$ cat config.mk
export PLATFORM = sky130hd
export DESIGN_NAME = ipc_top
export DESIGN_NICKNAME = d
export VERILOG_FILES = /design/src/rtl/ipc_pkg.sv /design/src/rtl/ipc_regs.sv /design/src/rtl/ipc_arbiter.sv /design/src/rtl/ipc_rdmux.sv /design/src/rtl/ipc_top.sv
export SDC_FILE = /design/constraint.sdc
export NUM_CORES = 2
export LEC_CHECK = 0
export BUFFER_PORTS_ARGS = -buffer_cell sky130_fd_sc_hd__buf_2
export CORE_ASPECT_RATIO = 0.5
export CORE_MARGIN = 1.5
export CORE_UTILIZATION = 49
export CTS_CLUSTER_SIZE = 25
export DETAILED_ROUTE_END_ITERATION = 8
export PLACE_DENSITY = 0.66
export SETUP_SLACK_MARGIN = 0.3
export SLEW_MARGIN = 5
export SYNTH_ARGS = -nofsm -noshare
export SYNTH_HDL_FRONTEND = slang
export SYNTH_SLANG_ARGS = --single-unit
$ cat constraint.sdc
create_clock -name clk -period 51.8 [get_ports clk]
set_input_delay 5.18 -clock clk [delete_from_list [all_inputs] [get_ports clk]]
set_output_delay 5.18 -clock clk [all_outputs]
set_load 0.005 [all_outputs]
$ cat src/rtl/ipc_pkg.sv
package ipc_pkg;

    localparam int NUM_SRC   = 64;
    localparam int LVL_W     = 8;
    localparam int OUT_LVL_W = 3;
    localparam int VEC_W     = 8;
    localparam int ADDR_W    = 8;
    localparam int DATA_W    = 32;
    localparam int IDX_W     = $clog2(NUM_SRC);
    localparam int GRP       = 8;
    localparam int NGRP      = NUM_SRC / GRP;

    localparam logic [VEC_W-1:0] VEC_BASE = 8'd64;
    localparam logic [VEC_W-1:0] VEC_IDLE = 8'd24;

    localparam logic [ADDR_W-1:0] A_PEND_HI = 8'h00;
    localparam logic [ADDR_W-1:0] A_PEND_LO = 8'h04;
    localparam logic [ADDR_W-1:0] A_MASK_HI = 8'h08;
    localparam logic [ADDR_W-1:0] A_MASK_LO = 8'h0c;
    localparam logic [ADDR_W-1:0] A_FRC_HI  = 8'h10;
    localparam logic [ADDR_W-1:0] A_FRC_LO  = 8'h14;
    localparam logic [ADDR_W-1:0] A_ACK     = 8'he0;

    typedef struct packed {
        logic             valid;
        logic [LVL_W-1:0] lvl;
        logic [IDX_W-1:0] idx;
    } cand_t;

    // Priority-byte window: 0x40..0x7f
    function automatic logic in_lvl_win(logic [ADDR_W-1:0] a);
        return a[ADDR_W-1:IDX_W] == 2'b01;
    endfunction

    // hi is the higher-numbered contender; it wins ties
    function automatic cand_t pick_cand(cand_t lo, cand_t hi);
        if (hi.valid && (!lo.valid || hi.lvl >= lo.lvl))
            return hi;
        return lo;
    endfunction

    function automatic logic [VEC_W-1:0] vec_of(cand_t c);
        return c.valid ? VEC_BASE + VEC_W'(c.idx) : VEC_IDLE;
    endfunction

endpackage

$ cat src/rtl/ipc_regs.sv
module ipc_regs
    import ipc_pkg::*;
(
    input  logic                            clk,
    input  logic                            rst,
    input  logic                            wen,
    input  logic [ADDR_W-1:0]               addr,
    input  logic [DATA_W-1:0]               wdata,
    output logic [NUM_SRC-1:0]              mask_o,
    output logic [NUM_SRC-1:0]              force_o,
    output logic [NUM_SRC-1:0]              en_o,
    output logic [NUM_SRC-1:0][LVL_W-1:0]   lvl_o
);
    localparam int HALF = NUM_SRC / 2;

    always_ff @(posedge clk) begin
        if (rst) begin
            mask_o  <= '1;
            force_o <= '0;
            en_o    <= '0;
            lvl_o   <= '0;
        end else if (wen) begin
            case (addr)
                A_PEND_HI, A_PEND_LO: ;
                A_MASK_HI: mask_o[NUM_SRC-1:HALF] <= wdata[HALF-1:0];
                A_MASK_LO: mask_o[HALF-1:0]       <= wdata[HALF-1:0];
                A_FRC_HI:  force_o[NUM_SRC-1:HALF] <= wdata[HALF-1:0];
                A_FRC_LO:  force_o[HALF-1:0]       <= wdata[HALF-1:0];
                default: begin
                    if (in_lvl_win(addr)) begin
                        lvl_o[addr[IDX_W-1:0]] <= wdata[LVL_W-1:0];
                        en_o[addr[IDX_W-1:0]]  <= |wdata[LVL_W-1:0];
                    end
                end
            endcase
        end
    end

endmodule

$ cat src/rtl/ipc_arbiter.sv
module ipc_arbiter
    import ipc_pkg::*;
(
    input  logic [NUM_SRC-1:0]            active,
    input  logic [NUM_SRC-1:0][LVL_W-1:0] lvl,
    output cand_t                         win
);
    cand_t grp_win [NGRP];

    for (genvar g = 0; g < NGRP; g++) begin : g_grp
        cand_t best_c;
        cand_t leaf;
        always_comb begin
            best_c = '0;
            leaf   = '0;
            for (int j = 0; j < GRP; j++) begin
                leaf.valid = active[g*GRP + j];
                leaf.lvl   = lvl[g*GRP + j];
                leaf.idx   = IDX_W'(g*GRP + j);
                best_c     = pick_cand(best_c, leaf);
            end
        end
        assign grp_win[g] = best_c;
    end

    always_comb begin
        win = '0;
        for (int g = 0; g < NGRP; g++)
            win = pick_cand(win, grp_win[g]);
    end

endmodule

$ cat src/rtl/ipc_rdmux.sv
module ipc_rdmux
    import ipc_pkg::*;
(
    input  logic [ADDR_W-1:0]             addr,
    input  logic [NUM_SRC-1:0]            pend,
    input  logic [NUM_SRC-1:0]            mask,
    input  logic [NUM_SRC-1:0]            frc,
    input  logic [NUM_SRC-1:0][LVL_W-1:0] lvl,
    input  logic [VEC_W-1:0]              vec,
    output logic [DATA_W-1:0]             rdata
);
    localparam int HALF = NUM_SRC / 2;

    always_comb begin
        rdata = '0;
        case (addr)
            A_PEND_HI: rdata = pend[NUM_SRC-1:HALF];
            A_PEND_LO: rdata = pend[HALF-1:0];
            A_MASK_HI: rdata = mask[NUM_SRC-1:HALF];
            A_MASK_LO: rdata = mask[HALF-1:0];
            A_FRC_HI:  rdata = frc[NUM_SRC-1:HALF];
            A_FRC_LO:  rdata = frc[HALF-1:0];
            A_ACK:     rdata = DATA_W'(vec);
            default: begin
                if (in_lvl_win(addr))
                    rdata = DATA_W'(lvl[addr[IDX_W-1:0]]);
            end
        endcase
    end

endmodule

$ cat src/rtl/ipc_top.sv
module ipc_top
    import ipc_pkg::*;
(
    input  logic                 clk,
    input  logic                 rst,
    input  logic [NUM_SRC-1:0]   src_irq,
    input  logic [ADDR_W-1:0]    bus_addr,
    input  logic                 bus_wen,
    input  logic [DATA_W-1:0]    bus_wdata,
    output logic [DATA_W-1:0]    bus_rdata,
    output logic [OUT_LVL_W-1:0] cpu_level,
    output logic [VEC_W-1:0]     cpu_vector
);
    logic [NUM_SRC-1:0]            mask_w;
    logic [NUM_SRC-1:0]            force_w;
    logic [NUM_SRC-1:0]            en_w;
    logic [NUM_SRC-1:0][LVL_W-1:0] lvl_w;
    logic [NUM_SRC-1:0]            active_w;
    cand_t                         win_w;

    ipc_regs u_regs (
        .clk     (clk),
        .rst     (rst),
        .wen     (bus_wen),
        .addr    (bus_addr),
        .wdata   (bus_wdata),
        .mask_o  (mask_w),
        .force_o (force_w),
        .en_o    (en_w),
        .lvl_o   (lvl_w)
    );

    assign active_w = (src_irq | force_w) & en_w & ~mask_w;

    ipc_arbiter u_arb (
        .active (active_w),
        .lvl    (lvl_w),
        .win    (win_w)
    );

    always_ff @(posedge clk) begin
        if (rst) begin
            cpu_level  <= '0;
            cpu_vector <= VEC_IDLE;
        end else begin
            cpu_level  <= win_w.valid ? win_w.lvl[OUT_LVL_W-1:0] : '0;
            cpu_vector <= vec_of(win_w);
        end
    end

    ipc_rdmux u_rd (
        .addr  (bus_addr),
        .pend  (src_irq),
        .mask  (mask_w),
        .frc   (force_w),
        .lvl   (lvl_w),
        .vec   (cpu_vector),
        .rdata (bus_rdata)
    );

endmodule

# [Word level (Yosys, flattened, before mapping)]
# Cells that the tools add are included.
[classes] muxes=226 reduce_logical=199 order_cmp=65 n_eq_ne=7 bitwise_logic=6 n_addsub=1
[ops] operator="15-bit 2-to-1 mux" count=144
[ops] operator="512-bit bitwise mux" count=1
[ops] operator="8-bit greater-or-equal comparator" count=63
[ops] operator="32-bit one-hot mux with 7 select lines" count=1
[ops] operator="64-bit AND" count=2
[ops] operator="1-bit 2-to-1 mux" count=73
[ops] operator="64-bit bitwise mux" count=1
[ops] operator="1-bit logical AND" count=64
[ops] operator="64-bit inverter" count=1
[ops] operator="64-bit OR" count=1
[ops] operator="1-bit zero test" count=63
[ops] operator="1-bit logical OR" count=63
[ops] operator="8-bit binary-select mux with 6-bit select" count=1
[ops] operator="8-bit demux with 6-bit select" count=1
[ops] operator="8-bit 2-to-1 mux" count=3
[ops] operator="8-bit by 4-bit == test with 1-bit output, second input constant" count=2
[ops] operator="8-bit by 5-bit == test with 1-bit output, second input constant" count=2
[ops] operator="7-bit by 6-bit adder with 8-bit output, first input constant" count=1
[ops] operator="8-bit by 3-bit == test with 1-bit output, second input constant" count=1
[ops] operator="8-bit == test, second input constant" count=1
[ops] operator="8-bit zero test" count=1
[ops] operator="2-bit AND reduction" count=4
[ops] operator="8-bit OR reduction" count=1
[ops] operator="6-bit by 7-bit less-than comparator with 1-bit output, second input constant" count=1
[ops] operator="7 further kinds" count=8
[totals] inputBits=107 reg_bits=715

# [Longest topological paths before layout]
[logic_depth] word_depth=79 mapped_depth=148 ltp_nobuf=135

# [Modules after synthesis]
# A second synthesis with hierarchy kept.
[unflattened] hier_cells=6189 area_unflattened_um2=53684.0
[modules_own_cells] mod="ipc_regs" area_per_inst_um2=25796.0 instances=1 cells_per_inst=2511
[modules_own_cells] mod="ipc_arbiter" area_per_inst_um2=21135.3 instances=1 cells_per_inst=2951
[modules_own_cells] mod="ipc_rdmux" area_per_inst_um2=5739.3 instances=1 cells_per_inst=576
[modules_own_cells] mod="ipc_top" area_per_inst_um2=1013.5 instances=1 cells_per_inst=151

# [Worst setup path after synthesis]
# OpenSTA, ideal clock, no wires.
[synth_timing] path_type="input-to-reg" startpoint="in src_irq[0]" endpoint="reg cpu_vector[0]" slack_ns=20.739 t_arrival_ns=31.000 cell_stages=138 path_buffers=14 setup_ns=0.062 required_ns=51.738 path_cell_list="or2_1 and2_1 clkbuf_1 nand2_1 ha_1 a211oi_1 o21ai_1 a211oi_2 a21o_1 clkbuf_1 mux2i_1 inv_1 ha_1 a2111oi_0 nor3_1 o21bai_1 clkbuf_1 nor2_1 [102 not listed] o211ai_1 a31o_2 clkbuf_1 nand2_1 o31ai_1 inv_1 ha_1 nand2b_1 a21o_1 a21o_1 a211o_1 a21oi_1 o211ai_1 nand2_1 nand2_1 a31oi_1 o2111ai_1 nand3_1"
[synth_between] elab_chain_len=79 word_cells_on_any_way=95 classes_between="add/sub (1); order compare (14); mux (33); bitwise (4); reduce/logical (43)"
[synth_rtl] element="start, declared" line_no="ipc_top.sv:6" text="input logic [NUM_SRC-1:0] src_irq,"
[synth_rtl] element="64-bit OR *" line_no="ipc_top.sv:33" text="assign active_w = (src_irq | force_w) & en_w & ~mask_w;"
[synth_rtl] element="64-bit AND * (2 in a row)" line_no="ipc_top.sv:33"
[synth_rtl] element="1-bit 2-to-1 mux *" line_no="ipc_pkg.sv:37" text="if (hi.valid && (!lo.valid || hi.lvl >= lo.lvl))"
[synth_rtl] element="15-bit 2-to-1 mux *" line_no="ipc_pkg.sv:39" text="return lo;"
[synth_rtl] element="8-bit greater-or-equal comparator or 1-bit zero test (tied branches)" line_no="ipc_pkg.sv:37"
[synth_rtl] element="1-bit logical OR" line_no="ipc_pkg.sv:37"
[synth_rtl] element="1-bit logical AND" line_no="ipc_pkg.sv:37"
[synth_rtl] element="1-bit 2-to-1 mux" line_no="ipc_pkg.sv:37"
[synth_rtl] element="[61 not listed]"
[synth_rtl] element="1-bit 2-to-1 mux" line_no="ipc_pkg.sv:37"
[synth_rtl] element="15-bit 2-to-1 mux *" line_no="ipc_pkg.sv:39"
[synth_rtl] element="8-bit greater-or-equal comparator or 1-bit zero test (tied branches)" line_no="ipc_pkg.sv:37"
[synth_rtl] element="1-bit logical OR" line_no="ipc_pkg.sv:37"
[synth_rtl] element="1-bit logical AND" line_no="ipc_pkg.sv:37"
[synth_rtl] element="1-bit 2-to-1 mux" line_no="ipc_pkg.sv:37"
[synth_rtl] element="15-bit 2-to-1 mux *" line_no="ipc_pkg.sv:39"
[synth_rtl] element="branches (longest 2 deep; another with 7-bit by 6-bit adder with 8-bit output)"
[synth_rtl] element="end signal, assigned" line_no="ipc_top.sv:47" text="cpu_vector <= vec_of(win_w);"
[synth_rtl] element="end, declared" line_no="ipc_top.sv:12" text="output logic [VEC_W-1:0] cpu_vector"
# Mark *: on every way between the ends. The select of a mux whose other input is x is not followed.
# A chain may end at the register's enable or synchronous reset.

# [Worst setup path after layout]
# Ends and elaborated chain as after synthesis.

==> impl_metrics.toml <==
[logic_synthesis]
ys.warnings.count = 0
synth_fp_nets = 7515
synth_edf_count = 0
synth_ff_type = "sky130_fd_sc_hd__dfxtp_1"
netlist_area_um2 = 50700
synth-compound-area-share = 0.296
synth_seq_cells = 714
seq_area_frac_synth = 0.282
postSynthCellCount = 6905
post_synth_xor_area_fraction = 0
synth.lib_cells_used.distinct = 108
synth_top_family_by_area = "compound AO/OA/AOI/OAI gates"
synth_simple_gate_area_frac = 0.239
post_synth_mux_area_share = 0.0149
synth_top_cell_by_area = "sky130_fd_sc_hd__dfxtp_1"
netlist_top_cells_area = "sky130_fd_sc_hd__dfxtp_1 28%, sky130_fd_sc_hd__nand2_1 12%, sky130_fd_sc_hd__ha_1 12%, sky130_fd_sc_hd__a21oi_1 8.0%, sky130_fd_sc_hd__a22oi_1 4.4%"
synthArstFlopShare = 0
synth_largest_type_area_fraction = 0.282
synth_adder_area_share = 0.124
syn-mean-instance-area_um2 = 7.35

[grt]
grt_max_degree = 226
grt_antenna_before_repair = 26
grt_first_pass_wirelength_um = 351000
track_usage = 0.445
first_global_vias = 51200
gr-total-overflow = 0

[flow_run]
cap_violations = 1

[detailed_routing]
drtAntennaViolNets = 0
drc_errors = 0
drt_pass1_iterations = 9
dr.first_iter.drc_count = 9149
wl_per_cell_um = 29.5
route.final.wire_length_um = 244000
vias_per_cell = 6.84
num_vias = 56500

[cells_and_area]
area_growth_pct = 8.29
layout.core_utilization = 0.536
layout-drive-gt1-share = 0.0753
finalNetCount = 7439
finish.cell_count_without_fillers = 8265

[sta]
period_share = 0.716
tightest_slew_ns = 1.55
final-max-slew-violation-count = 2
final_hold_viols = 0
timing.fmax_mhz = 27.0
tns_ns = 0
setup_viol_count_final = 0
rsz0062_at_grt = "no"
finalClockSkew_ns = 0.0183
period_minus_slack_ns = 37.10
max-slew-margin-rel = -0.0415
final_worst_path_setup_slack_ns = 14.70

[die]
core-area_um2 = 103000
fp.dieW_um = 458
floorplan.die_area_um2 = 106000
floorplan.initialDensity = 0.495
floorplan.die.height_um = 231
io_pins = 150
floorplan.rows = 83

[power]
totalPowerFinal_mw = 1.18
p_per_area_nw_per_um2 = 21.5
ir_worst_vdd_mv = 0.0284
p_leak_nw = 20.5

[worst_setup_path]
cp_common_cell = "sky130_fd_sc_hd__ha_1"
timing.critical_path.slowest_stage_cell = "sky130_fd_sc_hd__a211oi_1"
worst-setup-path-type = "in -> reg"
critical-path-max-stage-delay_ns = 0.83
cp_max_fo = 23
worstPathRequired_ns = 52.43
worst-endpoint-arrival_ns = 37.74
crit_path_start_kind = "primary input"
critical_path_endpoint_category = "flop"

[placement]
pre_cts_slack_ns = 14.90
place.gp.congestion = 1.05
dp.cells = 8115
io_buffer_count = 148
place_hpwl_um = 180000

[cts]
cts_tree = "yes"
ctsHoldBuffers = 0
worstSkewPairLatency_ns = 0.70
clock_path_buffers = 3
clk_pin_slew_ns = 0.07
cts_inserted_buffers = 72
post-cts-setup-buffers = 0
clock_tree.root_cell = "sky130_fd_sc_hd__clkbuf_16"
clock-sinks = 714
cts-resized-gates = 0
cts_htree_levels = 3

[run_status]
run_status = "complete, but fails checks"
violations = "max-capacitance violations, max-slew violations"

[hold_path]
timing.hold.worst.class = "reg -> reg"
[registers in the layout, summed over array words and instances (netlist names)]
name,cells
u_regs.force_o,64
u_regs.mask_o,64
cpu_level,3
u_regs.en_o,64
cpu_vector,7
u_regs.lvl_o,512
[final cells by class]
type	instances	area [um2]
antenna	22	55.1
clock buffer	98	2100
clock inverter	30	284
fill	9938	47700
inverter	208	781
multi-input combinational	5599	34300
sequential	714	14300
tap	1360	1700
timing repair buffer	234	1470
[power breakdown]
group          internal [mW]  total, mW  switching (mW)  leakage (nW)
clock network          0.302      0.560           0.259          1.17
logic                 0.0112     0.0689          0.0577          13.5
registers              0.549      0.551         0.00120          5.75
total                  0.862       1.18           0.318          20.5
[metrics by stage]
step	hold WS (ns)	instance area, um2
2_1_floorplan	0.436	50700
3_3_place_gp	0.444	52500
3_5_place_dp	0.447	52500
4_1_cts	0.464	54900
5_1_grt	0.487	54900
6_report	0.464	54900
[critical path: cells and delay by family]
| kind | cells | cell delay (ns) |
|---|---|---|
| compound gates | 74 | 20.53 |
| fa+ha+maj | 14 | 4.03 |
| simple gates | 26 | 6.45 |
| mux | 1 | 0.37 |
| buf+inv | 8 | 1.11 |
[final timing paths]
kind	cells after the start	start	slack [ns]	end
hold / removal	2	u_regs.lvl_o[72]$_SDFFE_PP0P_	0.46	u_regs.lvl_o[72]$_SDFFE_PP0P_
hold reg to reg	2	u_regs.lvl_o[72]$_SDFFE_PP0P_	0.46	u_regs.lvl_o[72]$_SDFFE_PP0P_
setup reg to reg	122	u_regs.force_o[0]$_SDFFE_PP0P_	18.96	cpu_vector[0]$_SDFF_PP0_
setup / recovery	123	src_irq[0]	14.70	cpu_vector[0]$_SDFF_PP0_
[metal layers]
metal	vias to the layer above	routed length, um	GRT usage
li1	24800	-	-
met1	26900	101000	0.617
met2	4014	96300	0.623
met3	719	35200	0.144
met4	10	12000	0.199
met5	-	58	0
[cells in the final DEF (no fill, tap or decap), types with 22 or more instances in the layout]
cell                        synthesis  routed
sky130_fd_sc_hd__o21ai_1           22      22
sky130_fd_sc_hd__diode_2            0      22
sky130_fd_sc_hd__inv_1            208     208
sky130_fd_sc_hd__a22o_1            34      34
sky130_fd_sc_hd__nor2b_1           60      60
sky130_fd_sc_hd__nor3_1            45      44
sky130_fd_sc_hd__a211o_1           31      31
sky130_fd_sc_hd__nand3_1          112     112
sky130_fd_sc_hd__or2_2             51      51
sky130_fd_sc_hd__a21o_1           132     132
sky130_fd_sc_hd__o21ai_0          189     189
sky130_fd_sc_hd__a21oi_1          811     811
sky130_fd_sc_hd__nand2b_1          68      68
sky130_fd_sc_hd__and2_1            66      65
sky130_fd_sc_hd__clkbuf_16          0      74
sky130_fd_sc_hd__o22ai_1           49      49
sky130_fd_sc_hd__mux2_2            27      27
sky130_fd_sc_hd__nand3b_1          65      65
sky130_fd_sc_hd__buf_2             19     139
sky130_fd_sc_hd__ha_1             503     503
sky130_fd_sc_hd__o31ai_1           40      38
sky130_fd_sc_hd__o211ai_1          54      54
sky130_fd_sc_hd__nor2_1           413     404
sky130_fd_sc_hd__a221oi_1          58      58
sky130_fd_sc_hd__a22oi_1          296     296
sky130_fd_sc_hd__o211a_1           23      23
sky130_fd_sc_hd__nand2_1         1686    1685
sky130_fd_sc_hd__and3_1            48      47
sky130_fd_sc_hd__a31oi_1           53      52
sky130_fd_sc_hd__a211oi_1         131     130
sky130_fd_sc_hd__nand4_1           66      66
sky130_fd_sc_hd__mux2i_1           45      45
sky130_fd_sc_hd__buf_4              5      90
sky130_fd_sc_hd__o21a_1            57      57
sky130_fd_sc_hd__dfxtp_1          714     714
[Yosys cell counts (all sizes together) (23+ instances only)]
master  count
o211ai     54
inv       208
a31oi      53
a221oi     59
o211a      23
mux2i      45
a22oi     297
nand2b     69
a22o       34
clkbuf    337
nor2b      61
o31ai      41
nand3     112
mux2       27
nand2    1687
nor2      415
o21ai     212
or2        72
a21oi     813
nand4      66
dfxtp     714
and2       67
a211oi    136
nand3b     65
a21o      133
buf        47
nor3       49
o22ai      50
o21a       57
a211o      31
and3       48
ha        503
[logic make-up (layout without fill, tap and decap cells)]
group	Yosys count	after routing
AO/OA/AOI/OAI	2253	2253
adder cells (fa/ha/maj)	503	503
buffers and inverters	592	570
flip-flops	714	714
multiplexers	72	72
other	1	23
AND/OR/NAND/NOR	2770	2770
(Power assumes the default switching activity.)
